## config.mk

```make
export PLATFORM = sky130hd
export DESIGN_NAME = printer_flag_ctrl
export DESIGN_NICKNAME = d
export VERILOG_FILES = /design/src/rtl/prn_pkg.sv /design/src/rtl/prn_func_decode.sv /design/src/rtl/prn_ready_flag.sv /design/src/rtl/prn_skip_eval.sv /design/src/rtl/prn_char_latch.sv /design/src/rtl/printer_flag_ctrl.sv
export SDC_FILE = /design/constraint.sdc
export NUM_CORES = 1
export LEC_CHECK = 0
export ABC_AREA = 1
export BUFFER_PORTS_ARGS = -buffer_cell sky130_fd_sc_hd__buf_2
export CORE_ASPECT_RATIO = 1.4
export CORE_MARGIN = 8
export CORE_UTILIZATION = 23
export CTS_CLUSTER_DIAMETER = 150
export DETAILED_ROUTE_END_ITERATION = 12
export SYNTH_ARGS = -nofsm -noshare
export SYNTH_HDL_FRONTEND = slang
export SYNTH_HIERARCHICAL = 1
export SYNTH_SLANG_ARGS = --single-unit
```

## constraint.sdc

```tcl
create_clock -name clk -period 2.1 [get_ports clk]
set_input_delay 0.63 -clock clk [delete_from_list [all_inputs] [get_ports clk]]
set_output_delay 0.63 -clock clk [all_outputs]
set_load 0.05 [all_outputs]
```

## src/rtl/prn_pkg.sv

```systemverilog
package prn_pkg;

    localparam int FUNC_W = 3;

    // Function select values; the numeric codes are fixed by the instruction set.
    typedef enum logic [FUNC_W-1:0] {
        FN_SET_RDY   = 3'd0,
        FN_TEST_RDY  = 3'd1,
        FN_CLR_RDY   = 3'd2,
        FN_IDLE_A    = 3'd3,
        FN_PRINT     = 3'd4,
        FN_TEST_ANY  = 3'd5,
        FN_PRINT_CLR = 3'd6,
        FN_IDLE_B    = 3'd7
    } prn_func_e;

    // One-hot-ish control word produced by the decoder.
    typedef struct packed {
        logic set_rdy;
        logic clr_rdy;
        logic test_rdy;
        logic test_any;
        logic print;
    } prn_ctl_t;

    function automatic prn_ctl_t decode_func(input logic stb, input prn_func_e code);
        prn_ctl_t c;
        c = '0;
        if (stb) begin
            case (code)
                FN_SET_RDY:   c.set_rdy  = 1'b1;
                FN_TEST_RDY:  c.test_rdy = 1'b1;
                FN_CLR_RDY:   c.clr_rdy  = 1'b1;
                FN_PRINT:     c.print    = 1'b1;
                FN_TEST_ANY:  c.test_any = 1'b1;
                FN_PRINT_CLR: begin
                    c.print   = 1'b1;
                    c.clr_rdy = 1'b1;
                end
                default:      c = '0;
            endcase
        end
        return c;
    endfunction

endpackage

```

## src/rtl/prn_func_decode.sv

```systemverilog
module prn_func_decode
    import prn_pkg::*;
(
    input  logic              func_stb,
    input  logic [FUNC_W-1:0] func_code,
    output prn_ctl_t          ctl
);

    always_comb begin
        ctl = decode_func(func_stb, prn_func_e'(func_code));
    end

endmodule

```

## src/rtl/prn_ready_flag.sv

```systemverilog
module prn_ready_flag #(
    parameter logic RESET_READY = 1'b0
) (
    input  logic clk,
    input  logic rst,
    input  logic set_rdy,
    input  logic clr_rdy,
    input  logic sink_done,
    output logic ready
);

    // The done pulse and an explicit set share priority over any clear.
    always_ff @(posedge clk) begin
        if (rst) begin
            ready <= RESET_READY;
        end else if (sink_done || set_rdy) begin
            ready <= 1'b1;
        end else if (clr_rdy) begin
            ready <= 1'b0;
        end
    end

endmodule

```

## src/rtl/prn_skip_eval.sv

```systemverilog
module prn_skip_eval (
    input  logic test_rdy,
    input  logic test_any,
    input  logic ready,
    input  logic kbd_flag,
    output logic skip_req
);

    always_comb begin
        skip_req = (test_rdy && ready) || (test_any && (ready || kbd_flag));
    end

endmodule

```

## src/rtl/prn_char_latch.sv

```systemverilog
module prn_char_latch #(
    parameter int CHAR_W = 8
) (
    input  logic              clk,
    input  logic              rst,
    input  logic              print,
    input  logic [CHAR_W-1:0] char_in,
    output logic              char_valid,
    output logic [CHAR_W-1:0] char_byte
);

    always_ff @(posedge clk) begin
        if (rst) begin
            char_valid <= 1'b0;
            char_byte  <= '0;
        end else begin
            char_valid <= print;
            if (print) begin
                char_byte <= char_in;
            end
        end
    end

endmodule

```

## src/rtl/printer_flag_ctrl.sv

```systemverilog
module printer_flag_ctrl
    import prn_pkg::*;
#(
    parameter int   ACC_W       = 12,
    parameter int   CHAR_W      = 8,
    parameter logic RESET_READY = 1'b0
) (
    input  logic              clk,
    input  logic              rst,
    input  logic              func_stb,
    input  logic [FUNC_W-1:0] func_code,
    input  logic [ACC_W-1:0]  acc,
    input  logic              kbd_flag,
    input  logic              sink_done,
    output logic              skip_req,
    output logic              char_valid,
    output logic [CHAR_W-1:0] char_byte
);

    localparam int PAD_W = (CHAR_W > ACC_W) ? (CHAR_W - ACC_W) : 1;

    prn_ctl_t          ctl;
    logic              ready_q;
    logic [CHAR_W-1:0] acc_lo;

    // Character source: low accumulator bits, zero-padded if the sink is wider.
    generate
        if (CHAR_W <= ACC_W) begin : g_slice
            assign acc_lo = acc[CHAR_W-1:0];
        end else begin : g_pad
            assign acc_lo = {{PAD_W{1'b0}}, acc};
        end
    endgenerate

    prn_func_decode i_decode (
        .func_stb  (func_stb),
        .func_code (func_code),
        .ctl       (ctl)
    );

    prn_ready_flag #(
        .RESET_READY (RESET_READY)
    ) i_flag (
        .clk       (clk),
        .rst       (rst),
        .set_rdy   (ctl.set_rdy),
        .clr_rdy   (ctl.clr_rdy),
        .sink_done (sink_done),
        .ready     (ready_q)
    );

    prn_skip_eval i_skip (
        .test_rdy (ctl.test_rdy),
        .test_any (ctl.test_any),
        .ready    (ready_q),
        .kbd_flag (kbd_flag),
        .skip_req (skip_req)
    );

    prn_char_latch #(
        .CHAR_W (CHAR_W)
    ) i_latch (
        .clk        (clk),
        .rst        (rst),
        .print      (ctl.print),
        .char_in    (acc_lo),
        .char_valid (char_valid),
        .char_byte  (char_byte)
    );

endmodule

```

[Yosys cells after proc, flatten, opt, wreduce, memory -nomap -nowiden]
Cells that the tools add are included.
Operators by class
  muxes and demuxes: 8
  eq/ne operators: 5
  reduce and logical (&&, ||, !) cells: 9
Operator list (count)
  $eq A3 B3 Y1 const B: 3
  $mux W1: 7
  $mux W5: 1
  $reduce_or A2 Y1: 2
  $eq A3 B1 Y1 const B: 1
  $eq A3 B2 Y1 const B: 1
  $logic_not A3 Y1: 1
  $logic_or A1 B1 Y1: 3
  $logic_and A1 B1 Y1: 2
  $reduce_bool A2 Y1: 1
Word-level totals
  flip-flop bits (word level): 10
  word-level logic and storage cells: 25

[Logic depth before layout (Yosys ltp)]
Gate-level depths: netlist (run 1).
  word-level depth: 6
  gate-level depth with buffers: 8
  depth with buffers taken out: 6

[Hierarchy]
Netlist (run 1), hierarchy kept.
Modules (own cells, without submodules)
  prn_char_latch: times used 1, area each 369.1 µm², seq. area each 180.2 µm², cells each 54
  prn_func_decode: times used 1, area each 53.8 µm², seq. area each 0.0 µm², cells each 13
  prn_ready_flag: times used 1, area each 36.3 µm², seq. area each 20.0 µm², cells each 5
  prn_skip_eval: times used 1, area each 16.3 µm², seq. area each 0.0 µm², cells each 4

[Least setup slack after synthesis (run 1)]
Ideal clock, no wire load.
  path type: input to output
  start: in func_code[1]
  end: out skip_req
  path buffers: 0
  stages on the path: 5
  arrival: 1.631 ns
  setup slack: -0.161 ns
  cells stage by stage: inv_2 -> nand2_1 -> nor2_1 -> nand2_1 -> a21oi_1
RTL lines
  from (decl): RTL line printer_flag_ctrl.sv:11  | input logic [FUNC_W-1:0] func_code,
  to (decl): RTL line printer_flag_ctrl.sv:15  | output logic skip_req,

==> results_tabular.tex, run 1 <==
\begin{tabular}{lr}
\hline
Metric & Value \\
\hline
\multicolumn{2}{l}{\textbf{Run status}} \\
Result of the run & finished, final reports clean \\
\multicolumn{2}{l}{\textbf{Floorplan}} \\
Core box area & 1950 um\^{}2 \\
Initial cell density of the core & 24.4\% \\
Num ports & 30 \\
Width of the chip & 54.4 um \\
Floorplan row count & 19 \\
Die height & 69.8 um \\
Die Area & 3800 um\^{}2 \\
\multicolumn{2}{l}{\textbf{Route}} \\
WL/cell & 8.67 um \\
Length of the first detailed-routing pass in iterations & 4 \\
Total length of routed wires & 1090 um \\
Initial DRC Count & 5 \\
Residual DRC & 0 \\
Post-detailed-route count of antenna-violating nets & 0 \\
Number of vias after detailed routing & 501 \\
Vias per std cell & 3.98 \\
\multicolumn{2}{l}{\textbf{Finish}} \\
Layout fillers & 216 \\
Layout-stage area growth over the synthesis result & 39.2\% \\
Cell Count, Final, Fillers Out & 126 \\
Diode insertion count for antenna repair & 0 \\
Share of post-route cells with drive strength above 1 & 37.1\% \\
Final net count & 126 \\
\multicolumn{2}{l}{\textbf{Place}} \\
Count of input and output buffers & 25 \\
Global placer's final weighted congestion & 0.640 \\
HPWL after DPL & 914 um \\
Count of placed standard cells including taps & 122 \\
Post-Place Setup Slack & 0.0353 ns \\
\multicolumn{2}{l}{\textbf{STA}} \\
Final setup violating endpoints & 0 \\
Highest clock rate & 494 MHz \\
Transition time at the pin with the least slew margin & 0.247 ns \\
Worst relative slew slack & 83.5\% \\
Final worst path period need & 2.03 ns \\
Number of hold-slack violations in the final timing report & 0 \\
Setup TNS & 0 ns \\
Setup skew after layout & 0 ns \\
Final Slew Violations & 0 \\
Final Hold Slack & 0.465 ns \\
Slack of the critical path & 0.0747 ns \\
Period utilization & 96.4\% \\
Unrepaired setup endpoints after global routing & false \\
\multicolumn{2}{l}{\textbf{CTS}} \\
Clock tree buffer depth & 2 \\
H-tree levels & 1 \\
Post-CTS Hold Fix Bufs & 0 \\
Clock transition at the registers of the reported paths & 0.06 ns \\
TritonCTS Sinks & 10 \\
Clock buffer count from CTS & 3 \\
CTS tree & built \\
Source-to-sink clock delay at the later pin of the worst-skew pair & 0.26 ns \\
Clock tree root driver cell & clkbuf\_4 \\
\multicolumn{2}{l}{\textbf{Critical path}} \\
Crit-path max FO & 3 \\
Slowest stage delay, CP & 0.23 ns \\
Crit Reg-Reg Startpoint & i\_flag/ready\$\_SDFFE\_PP0P\_ \\
Critical Path Sink Type & output pin \\
Worst flop-to-flop path endpoint & i\_flag/ready\$\_SDFFE\_PP0P\_ \\
Critical Path Most Common Cell & nand2\_1 \\
Category of the critical setup timing path & in -> out \\
Crit path required time & 1.47 ns \\
Slack of the worst reg-to-reg path & 1.51 ns \\
Worst r2r path cells & 2 \\
Data arrival time of the worst path & 1.40 ns \\
Cell Chain, Critical Path & buf\_2, inv\_1, nand2\_1, nor2\_1, nand2\_1, a21oi\_2, clkbuf\_4 \\
Element type at the critical path start & primary input \\
Crit path max-delay cell type & clkbuf\_4 \\
\multicolumn{2}{l}{\textbf{Hold path}} \\
Hold/Removal Path Class & reg -> reg \\
Endpoint with the worst hold slack & i\_latch/char\_byte[4]\$\_SDFFE\_PP0P\_ \\
Cells on Worst Hold Path & 2 \\
Start point of the worst min-delay path & i\_latch/char\_byte[4]\$\_SDFFE\_PP0P\_ \\
\multicolumn{2}{l}{\textbf{Logic synthesis}} \\
Synthesized area divided by synthesized cell count & 6.26 um\^{}2 \\
Register area share after synthesis & 42.1\% \\
Leading post-synthesis cells by cell area & dfxtp\_1 42\%, nor2\_1 17\%, nand2\_1 17\%, inv\_1 9.5\%, buf\_6 4.7\% \\
Cell variety after synth & 9 \\
Fraction of synthesized cell area taken by the top area cell type & 42.1\% \\
Post-synth top area cell & dfxtp\_1 \\
Number of synthesized register bits & 10 \\
Yosys synthesis warning count & 6 \\
Synthesized netlist net count & 96 \\
Post-Synthesis Cell Area & 475 um\^{}2 \\
Number of standard cells after synthesis & 76 \\
\multicolumn{2}{l}{\textbf{GRT}} \\
Initial antenna violation count & 0 \\
Global routing usage summed across all routing layers & 6.02\% \\
Largest net degree at the start of global routing & 11 \\
Via count of the first global-routing pass & 474 \\
Wire length of the first global-routing pass & 1800 um \\
Final global-route overflow total & 0 \\
\multicolumn{2}{l}{\textbf{Job}} \\
Maximum capacitance violations & 0 \\
\multicolumn{2}{l}{\textbf{Pwr}} \\
Peak ir drop on the vdd network & 0.329 mV \\
Total leakage power & 0.382 nW \\
Cell area power density & 707 nW/um\^{}2 \\
\hline
\end{tabular}
[placed cells by master, fill, tap and decap left out]
cell       n
nand2_1   21
clkbuf_8   1
clkbuf_4   4
nand2_2    2
buf_4      2
a21oi_1    1
nor2_2     2
nor2_1    22
inv_2      3
inv_1     12
dfxtp_1   10
a21oi_2    1
buf_2     24
[state kept, by name, indices dropped and copies added (netlist names)]
register / cells
i_flag/ready: 1
i_latch/char_byte: 8
i_latch/char_valid: 1
[layer usage]
layer  GRT usage [%]  up-vias  part of all wire (%)
li1                -      272                     -
met1            7.20      208                    45
met2            8.70       19                    46
met3            2.36        2                   8.7
met4            3.30        0                  0.82
met5               0        -                     0
[cell families after synthesis]
| logic type | after synthesis | synth area share, % |
|---|---|---|
| AO/OA/AOI/OAI | 2 | 2.11 |
| buffers and inverters | 17 | 16.6 |
| flip-flops | 10 | 42.1 |
| AND/OR/NAND/NOR | 47 | 39.2 |
[critical path, delay by kind of cell]
family / cells / cell delay, ns
compound gates: 1 / 0.11
buf+inv: 3 / 0.42
simple gates: 3 / 0.24
[cell type report]
class	instances	area (um^2)	area share (%)
clock buffers	4	36.3	5.48
inverters	15	56.3	8.51
multi-input cells	49	200	30.2
flip-flops and latches	10	200	30.2
well taps	21	26.3	3.97
repair buffers	27	143	21.6
[power by group]
part,total [W],internal (W),switching [W]
Clock,0.000170,0.000105,0.0000647
Sequential,0.000204,0.000199,0.00000477
Combinational,0.0000937,0.0000310,0.0000626
[through the flow]
| step | utilization (%) | instance area (um^2) | power, W |
|---|---|---|---|
| after floorplan | - | 479 | 0.000275 |
| after global placement | 32.0 | 623 | 0.000301 |
| after detailed placement | 32.0 | 623 | 0.000304 |
| after CTS | 33.8 | 659 | 0.000479 |
| after global routing | 34.0 | 662 | 0.000494 |
| final | 34.0 | 662 | 0.000468 |
[worst max path at each step]
stage          endpoint  depth (start not counted)  slack [ns]         start
6_report       skip_req                          7        0.07  func_code[2]
5_1_grt        skip_req                          7       0.004  func_code[2]
4_1_cts        skip_req                          7        0.03  func_code[2]
3_5_place_dp   skip_req                          7        0.04  func_code[2]
3_3_place_gp   skip_req                          7        0.09  func_code[2]
2_1_floorplan  skip_req                          5         0.1  func_code[1]
[cells in the mapped netlist]
cell type / count
inv_1: 12
a21oi_1: 2
inv_2: 3
nor2_1: 22
dfxtp_1: 10
nand2_1: 21
nor2_2: 2
buf_6: 2
nand2_2: 2
[timing repair]
item | CTS | global route
endpoints found under the setup margin | 0 | 1
buffers inserted | 0 | 0
gates resized for setup | 0 | 1
Power figures use the tool's default switching activity.
==> run 2, diff against run 1 <==
--- a/config.mk
+++ b/config.mk
@@ -7,11 +7,11 @@
 export LEC_CHECK = 0
 export ABC_AREA = 1
 export BUFFER_PORTS_ARGS = -buffer_cell sky130_fd_sc_hd__buf_2
-export CORE_ASPECT_RATIO = 1.4
-export CORE_MARGIN = 8
-export CORE_UTILIZATION = 23
+export CORE_AREA = 8 8 45 47
 export CTS_CLUSTER_DIAMETER = 150
 export DETAILED_ROUTE_END_ITERATION = 12
+export DIE_AREA = 0 0 53 55
+export PLACE_DENSITY = 0.69
 export SYNTH_ARGS = -nofsm -noshare
 export SYNTH_HDL_FRONTEND = slang
 export SYNTH_HIERARCHICAL = 1
==> run 2 against run 1 <==
  * Register-to-register slack about the same
  * Routed wire length is 6.5% higher
  * Die area shrank 23%
  * Count of clock-buffer cells in the layout decreased by 1
  * Total power is 9.3% lower
  * Flip-flop and latch count unchanged
  * Clock skew unchanged
  * Non-clock buffer count decreased by 1
  * Sequential power about the same
  * Maximum frequency increased by 2.7%
  * Largest cell class unchanged
==> results_tabular.tex, run 2 (synthesis results as in run 1) <==
\begin{tabular}{lr}
\hline
Metric & Value \\
\hline
\multicolumn{2}{l}{\textbf{Floorplan}} \\
Initial cell density of the core & 34.4\% (+10 points) \\
Core box area & 1380 um\^{}2 (-29\%) \\
Die height & 55 um (-21\%) \\
Floorplan row count & 14 (-5) \\
Die Area & 2920 um\^{}2 (-23\%) \\
Width of the chip & 53 um (-2.6\%) \\
Num ports & 30 (unchanged) \\
\multicolumn{2}{l}{\textbf{Finish}} \\
Most flops, register & i\_latch/char\_byte \\
Highest-count cells in the layout ignoring fill and taps & 24 x buf\_2, 22 x nor2\_1, 21 x nand2\_1 \\
Cell Count, Final, Fillers Out & 119 (-5.6\%) \\
Diode insertion count for antenna repair & 0 (unchanged) \\
Share of post-route cells with drive strength above 1 & 35.9\% (-1.2 points) \\
Registers with the most flip-flops & i\_latch/char\_byte (8), i\_flag/ready (1), i\_latch/char\_valid (1) \\
Final net count & 125 (-0.79\%) \\
Area taken by flip-flops and latches & 200 um\^{}2 (unchanged) \\
Layout fillers & 154 (-29\%) \\
Leading cell type in the layout, fill and taps excluded & buf\_2 \\
Layout-stage area growth over the synthesis result & 33.4\% \\
Area occupied by multi-input gates & 200 um\^{}2 (unchanged) \\
Largest register FFs & 8 (unchanged) \\
\multicolumn{2}{l}{\textbf{Job}} \\
Maximum capacitance violations & 0 (unchanged) \\
\multicolumn{2}{l}{\textbf{GRT}} \\
Final global-route overflow total & 0 (unchanged) \\
Initial antenna violation count & 0 (unchanged) \\
Largest net degree at the start of global routing & 18 (+7) \\
Wire length of the first global-routing pass & 1950 um (+8.1\%) \\
Via count of the first global-routing pass & 487 (+2.7\%) \\
Global routing usage summed across all routing layers & 9.03\% (+3.0 points) \\
\multicolumn{2}{l}{\textbf{STA}} \\
Highest clock rate & 507 MHz (+2.7\%) \\
Final worst path period need & 1.97 ns (-0.0527 ns) \\
Final Hold Slack & 0.466 ns (+0.000518 ns) \\
Transition time at the pin with the least slew margin & 0.251 ns (+0.00449 ns) \\
Final setup violating endpoints & 0 (unchanged) \\
Final Slew Violations & 0 (unchanged) \\
Unrepaired setup endpoints after global routing & false \\
Slack of the critical path & 0.127 ns (+0.0527 ns) \\
Setup TNS & 0 ns (unchanged) \\
Setup skew after layout & 0 ns (unchanged) \\
Number of hold-slack violations in the final timing report & 0 (unchanged) \\
Period utilization & 93.9\% (-2.5 points) \\
Worst relative slew slack & 83.2\% (-0.30 points) \\
\multicolumn{2}{l}{\textbf{Critical path}} \\
Cell Chain, Critical Path & buf\_2, inv\_1, nand2\_1, nor2\_1, nand2\_1, a21oi\_2, buf\_4 \\
Crit path max-delay cell type & buf\_4 \\
Critical Path Sink Type & output pin \\
Slack of the worst reg-to-reg path & 1.51 ns (about the same) \\
Element type at the critical path start & primary input \\
Crit path required time & 1.47 ns (about the same) \\
Slowest stage delay, CP & 0.20 ns (-0.03 ns) \\
Category of the critical setup timing path & in -> out \\
Crit-path max FO & 3 (unchanged) \\
Data arrival time of the worst path & 1.34 ns (-0.06 ns) \\
Critical Path Most Common Cell & nand2\_1 \\
\multicolumn{2}{l}{\textbf{CTS}} \\
Post-CTS setup repair buffer count & 0 (unchanged) \\
H-tree levels & 1 (unchanged) \\
TritonCTS Sinks & 10 (unchanged) \\
Clock tree root driver cell & clkbuf\_4 \\
CTS tree & built \\
Clock buffer count from CTS & 3 (unchanged) \\
Source-to-sink clock delay at the later pin of the worst-skew pair & 0.26 ns (about the same) \\
Clock transition at the registers of the reported paths & 0.06 ns (about the same) \\
Clock tree buffer depth & 2 (unchanged) \\
\multicolumn{2}{l}{\textbf{Run status}} \\
Result of the run & finished, final reports clean \\
\multicolumn{2}{l}{\textbf{Place}} \\
Count of placed standard cells including taps & 116 (-4.9\%) \\
Count of input and output buffers & 25 (unchanged) \\
Post-Place Setup Slack & 0.0678 ns (+0.0325 ns) \\
Global placer's final weighted congestion & 0.653 (+2.0\%) \\
HPWL after DPL & 923 um (+1.0\%) \\
\multicolumn{2}{l}{\textbf{Route}} \\
Total length of routed wires & 1160 um (+6.5\%) \\
Initial DRC Count & 14 (+9) \\
Vias per std cell & 4.03 (+1.4\%) \\
Post-detailed-route count of antenna-violating nets & 0 (unchanged) \\
Length of the first detailed-routing pass in iterations & 4 (unchanged) \\
Residual DRC & 0 (unchanged) \\
Number of vias after detailed routing & 480 (-4.2\%) \\
WL/cell & 9.78 um (+13\%) \\
\multicolumn{2}{l}{\textbf{Hold path}} \\
Hold/Removal Path Class & reg -> reg \\
\multicolumn{2}{l}{\textbf{Pwr}} \\
Cell area power density & 669 nW/um\^{}2 (-5.4\%) \\
Peak ir drop on the vdd network & 0.337 mV (+2.3\%) \\
Post-route total power & 0.000424 W (-9.3\%) \\
Total leakage power & 0.370 nW (-3.1\%) \\
\hline
\end{tabular}
-- run 2: changes by cell type in the layout (fill, tap and decap cells not counted) --
| cell | before | now |
|---|---|---|
| clkbuf_8 | 1 | 0 |
| clkbuf_4 | 4 | 3 |
-- run 2: what timing repair did --
item | in CTS | in global routing
endpoints found under the setup margin | 0 | 1
gates resized for setup | 0 | 2
hold buffers | 0 | 0
-- run 2: worst paths after layout --
kind	startpoint	end	cells after the start
setup / recovery	func_code[2]	skip_req	7
hold reg to reg	i_latch/char_byte[7]$_SDFFE_PP0P_	i_latch/char_byte[7]$_SDFFE_PP0P_	2
hold / removal	i_latch/char_byte[7]$_SDFFE_PP0P_	i_latch/char_byte[7]$_SDFFE_PP0P_	2
setup reg to reg	i_flag/ready$_SDFFE_PP0P_	i_flag/ready$_SDFFE_PP0P_	2
-- run 2: layout make-up --
type                            instances  share of cell area, %
Clock buffer                            3                   3.55
Inverter                               15                   8.88
Multi-Input combinational cell         49                   31.6
Sequential cell                        10                   31.6
Tap cell                               16                   3.16
Timing Repair Buffer                   26                   21.3
-- run 2: power breakdown --
group / internal, W / switching, W
Clock: 0.0000659 / 0.0000604
Sequential: 0.000200 / 0.00000459
Combinational: 0.0000302 / 0.0000636
-- run 2: routing by layer --
metal | part of all wire [%] | track usage, % | up-vias
li1 | - | - | 268
met4 | 0 | 6.47 | 0
met3 | 5.2 | 2.41 | 0
met2 | 59 | 18.2 | 9
met5 | 0 | 0 | -
met1 | 36 | 7.33 | 203
-- run 2: per-stage QoR --
| stage | util [%] | area, um^2 |
|---|---|---|
| 2_1_floorplan | - | 479 |
| 3_3_place_gp | 44.0 | 609 |
| 3_5_place_dp | 44.0 | 609 |
| 4_1_cts | 45.7 | 632 |
| 5_1_grt | 45.8 | 634 |
| 6_report | 45.8 | 634 |
-- run 2: worst max-delay path, delay by kind of cell --
kind / cells / cell delay, ns
simple gates: 3 / 0.20
compound gates: 1 / 0.11
buf+inv: 3 / 0.39
==> run 3, diff against run 2 <==
--- a/config.mk
+++ b/config.mk
@@ -7,10 +7,10 @@
 export LEC_CHECK = 0
 export ABC_AREA = 1
 export BUFFER_PORTS_ARGS = -buffer_cell sky130_fd_sc_hd__buf_2
-export CORE_AREA = 8 8 45 47
+export CORE_AREA = 3 3 40 42
 export CTS_CLUSTER_DIAMETER = 150
 export DETAILED_ROUTE_END_ITERATION = 12
-export DIE_AREA = 0 0 53 55
+export DIE_AREA = 0 0 43 45
 export PLACE_DENSITY = 0.69
 export SYNTH_ARGS = -nofsm -noshare
 export SYNTH_HDL_FRONTEND = slang
==> constraint.sdc (replaced) <==
create_clock -name clk -period 2.1 [get_ports clk]
set_input_delay 0.63 -clock clk [delete_from_list [all_inputs] [get_ports clk]]
set_output_delay 0.63 -clock clk [all_outputs]
set_load 0.005 [all_outputs]
==> run 3 against run 2 <==
  * Combinational power is 35% lower
  * Register-to-register slack hardly changed
  * Sequential share of layout area is 0.38 points higher
  * Final cell count is 0.84% lower
  * Critical path depth stayed put
  * Maximum frequency is 6.2% higher
  * Largest power group unchanged
  * Highest routed layer unchanged
==> results_tabular.tex, run 3 (synthesis results as in run 1) <==
\begin{tabular}{lr}
\hline
Metric & Value \\
\hline
\multicolumn{2}{l}{\textbf{Critical path}} \\
Slowest stage delay, CP & 0.12 ns (-0.08 ns) \\
Crit path max-delay family & buffers and inverters \\
Crit path required time & 1.47 ns (about the same) \\
Element type at the critical path start & primary input \\
Critical Path Sink Type & output pin \\
Crit-path max FO & 3 (unchanged) \\
Number of buffer and inverter stages on the critical path & 3 (unchanged) \\
Category of the critical setup timing path & in -> out \\
Cell Chain, Critical Path & buf\_2, inv\_2, nand2\_1, nor2\_1, nand2\_1, a21oi\_1, buf\_2 \\
Data arrival time of the worst path & 1.23 ns (-0.11 ns) \\
Crit path max-delay cell type & buf\_2 \\
\multicolumn{2}{l}{\textbf{CTS}} \\
Clock transition at the registers of the reported paths & 0.06 ns (about the same) \\
Post-CTS Hold Fix Bufs & 0 (unchanged) \\
CTS tree & built \\
Number of gates given a new drive strength after cts & 0 (unchanged) \\
Source-to-sink clock delay at the later pin of the worst-skew pair & 0.26 ns (about the same) \\
Clock buffer count from CTS & 3 (unchanged) \\
H-tree levels & 1 (unchanged) \\
Clock tree root driver cell & clkbuf\_4 \\
TritonCTS Sinks & 10 (unchanged) \\
Clock tree buffer depth & 2 (unchanged) \\
Post-CTS setup repair buffer count & 0 (unchanged) \\
\multicolumn{2}{l}{\textbf{Job}} \\
Maximum capacitance violations & 0 (unchanged) \\
\multicolumn{2}{l}{\textbf{Pwr}} \\
Relative contribution of the clock network to total power & 31.7\% (+1.9 points) \\
Internal power & 0.000295 W (-0.30\%) \\
Peak ir drop on the vdd network & 0.410 mV (+22\%) \\
Cell area power density & 619 nW/um\^{}2 (-7.4\%) \\
Switching Share & 24.1\% (-6.2 points) \\
Total leakage power & 0.370 nW (about the same) \\
Share of total power in sequential cells & 52.6\% (+4.5 points) \\
Portion of total power attributed to combinational logic & 15.6\% (-6.5 points) \\
Switching power & 0.0000935 W (-27\%) \\
\multicolumn{2}{l}{\textbf{STA}} \\
Period utilization & 88.5\% (-5.5 points) \\
Number of hold-slack violations in the final timing report & 0 (unchanged) \\
Final worst path period need & 1.86 ns (-0.114 ns) \\
Setup skew after layout & 0 ns (unchanged) \\
Worst relative slew slack & 82.9\% (-0.33 points) \\
Setup TNS & 0 ns (unchanged) \\
Final Slew Violations & 0 (unchanged) \\
Highest clock rate & 538 MHz (+6.2\%) \\
Final setup violating endpoints & 0 (unchanged) \\
Unrepaired setup endpoints after global routing & false \\
Transition time at the pin with the least slew margin & 0.256 ns (+0.00498 ns) \\
\multicolumn{2}{l}{\textbf{Finish}} \\
Area occupied by multi-input gates & 196 um\^{}2 (-1.9\%) \\
Registers with the most flip-flops & i\_latch/char\_byte (8), i\_flag/ready (1), i\_latch/char\_valid (1) \\
Leading cell type in the layout, fill and taps excluded & buf\_2 \\
Area taken by flip-flops and latches & 200 um\^{}2 (unchanged) \\
Highest-count cells in the layout ignoring fill and taps & 25 x buf\_2, 22 x nor2\_1, 21 x nand2\_1 \\
Layout fillers & 139 (-9.7\%) \\
Final net count & 125 (unchanged) \\
Largest register FFs & 8 (unchanged) \\
Most flops, register & i\_latch/char\_byte \\
Diode insertion count for antenna repair & 0 (unchanged) \\
Share of post-route cells with drive strength above 1 & 35.0\% (-0.97 points) \\
Layout-stage area growth over the synthesis result & 31.8\% \\
Area of all placed cells without fillers & 627 um\^{}2 (-1.2\%) \\
\multicolumn{2}{l}{\textbf{Floorplan}} \\
Die Area & 1940 um\^{}2 (-34\%) \\
Floorplan row count & 13 (-1) \\
Width of the chip & 43 um (-19\%) \\
Num ports & 30 (unchanged) \\
Initial cell density of the core & 37.0\% (+2.6 points) \\
Die height & 45 um (-18\%) \\
Core box area & 1280 um\^{}2 (-7.1\%) \\
\multicolumn{2}{l}{\textbf{Route}} \\
WL/cell & 7.79 um (-20\%) \\
Number of vias after detailed routing & 478 (-0.42\%) \\
Length of the first detailed-routing pass in iterations & 3 (-1) \\
Vias per std cell & 4.05 (+0.43\%) \\
Post-detailed-route count of antenna-violating nets & 0 (unchanged) \\
Residual DRC & 0 (unchanged) \\
Total length of routed wires & 919 um (-21\%) \\
Initial DRC Count & 4 (-10) \\
\multicolumn{2}{l}{\textbf{GRT}} \\
Via count of the first global-routing pass & 364 (-25\%) \\
Initial antenna violation count & 0 (unchanged) \\
Wire length of the first global-routing pass & 1460 um (-25\%) \\
Final global-route overflow total & 0 (unchanged) \\
Largest net degree at the start of global routing & 18 (unchanged) \\
Global routing usage summed across all routing layers & 10.6\% (+1.5 points) \\
\multicolumn{2}{l}{\textbf{Place}} \\
DP Area & 604 um\^{}2 (-0.82\%) \\
HPWL after DPL & 708 um (-23\%) \\
Count of input and output buffers & 25 (unchanged) \\
Global placer's final weighted congestion & 0.687 (+5.2\%) \\
\multicolumn{2}{l}{\textbf{Run status}} \\
Result of the run & finished, final reports clean \\
\multicolumn{2}{l}{\textbf{Hold path}} \\
Hold/Removal Path Class & reg -> reg \\
\hline
\end{tabular}
-- run 3: changes by cell type in the layout (fill, tap and decap cells not counted) --
cell and change:
a21oi_1 +1, buf_2 +1, buf_4 -1, a21oi_2 -1
-- run 3: per-stage QoR --
stage               utilization [%]  total power, W  std cells  hold WS, ns  setup WS [ns]
CTS                            48.8        0.000397        118        0.471          0.236
detailed placement             47.0        0.000270        115        0.461          0.238
finish                         48.8        0.000388        118        0.467          0.242
floorplan                         -        0.000244         76        0.446          0.465
global route                   48.8        0.000413        118        0.502          0.186
global placement               47.0        0.000268        115        0.454          0.245
-- run 3: worst paths after layout --
| check | from | slack (ns) | cells after the start | to |
|---|---|---|---|---|
| worst min-delay path | i_latch/char_byte[1]$_SDFFE_PP0P_ | 0.47 | 2 | i_latch/char_byte[1]$_SDFFE_PP0P_ |
| worst max register to register | i_flag/ready$_SDFFE_PP0P_ | 1.52 | 2 | i_flag/ready$_SDFFE_PP0P_ |
| worst min register to register | i_latch/char_byte[1]$_SDFFE_PP0P_ | 0.47 | 2 | i_latch/char_byte[1]$_SDFFE_PP0P_ |
| worst max-delay path | func_code[1] | 0.24 | 7 | skip_req |
-- run 3: worst reg2reg max path: cells and delay by family (launching register included) --
kind | cells | cell delay, ns
flip-flops | 1 | 0.35
AND/OR/NAND/NOR | 1 | 0.06
AO/OA/AOI/OAI | 1 | 0.11
-- run 3: cell type report --
type | instances | area share (%)
Timing Repair Buffer | 26 | 21.2
Clock buffer | 3 | 3.59
Sequential cell | 10 | 31.9
Multi-Input combinational cell | 49 | 31.3
Tap cell | 15 | 2.99
Inverter | 15 | 8.98
-- run 3: layer usage --
metal | track usage, % | part of all wire, %
met5 | 0 | 0
met4 | 3.61 | 0
met3 | 7.57 | 8.5
met2 | 16.5 | 48
met1 | 11.3 | 44
-- run 3: power groups by stage --
| stage | registers [W] | clock network, W | logic [W] |
|---|---|---|---|
| detailed placement | 0.000208 | 0 | 0.0000615 |
| floorplan | 0.000209 | 0 | 0.0000345 |
| global route | 0.000205 | 0.000136 | 0.0000714 |
| finish | 0.000204 | 0.000123 | 0.0000608 |
| global placement | 0.000208 | 0 | 0.0000601 |
| CTS | 0.000204 | 0.000131 | 0.0000617 |
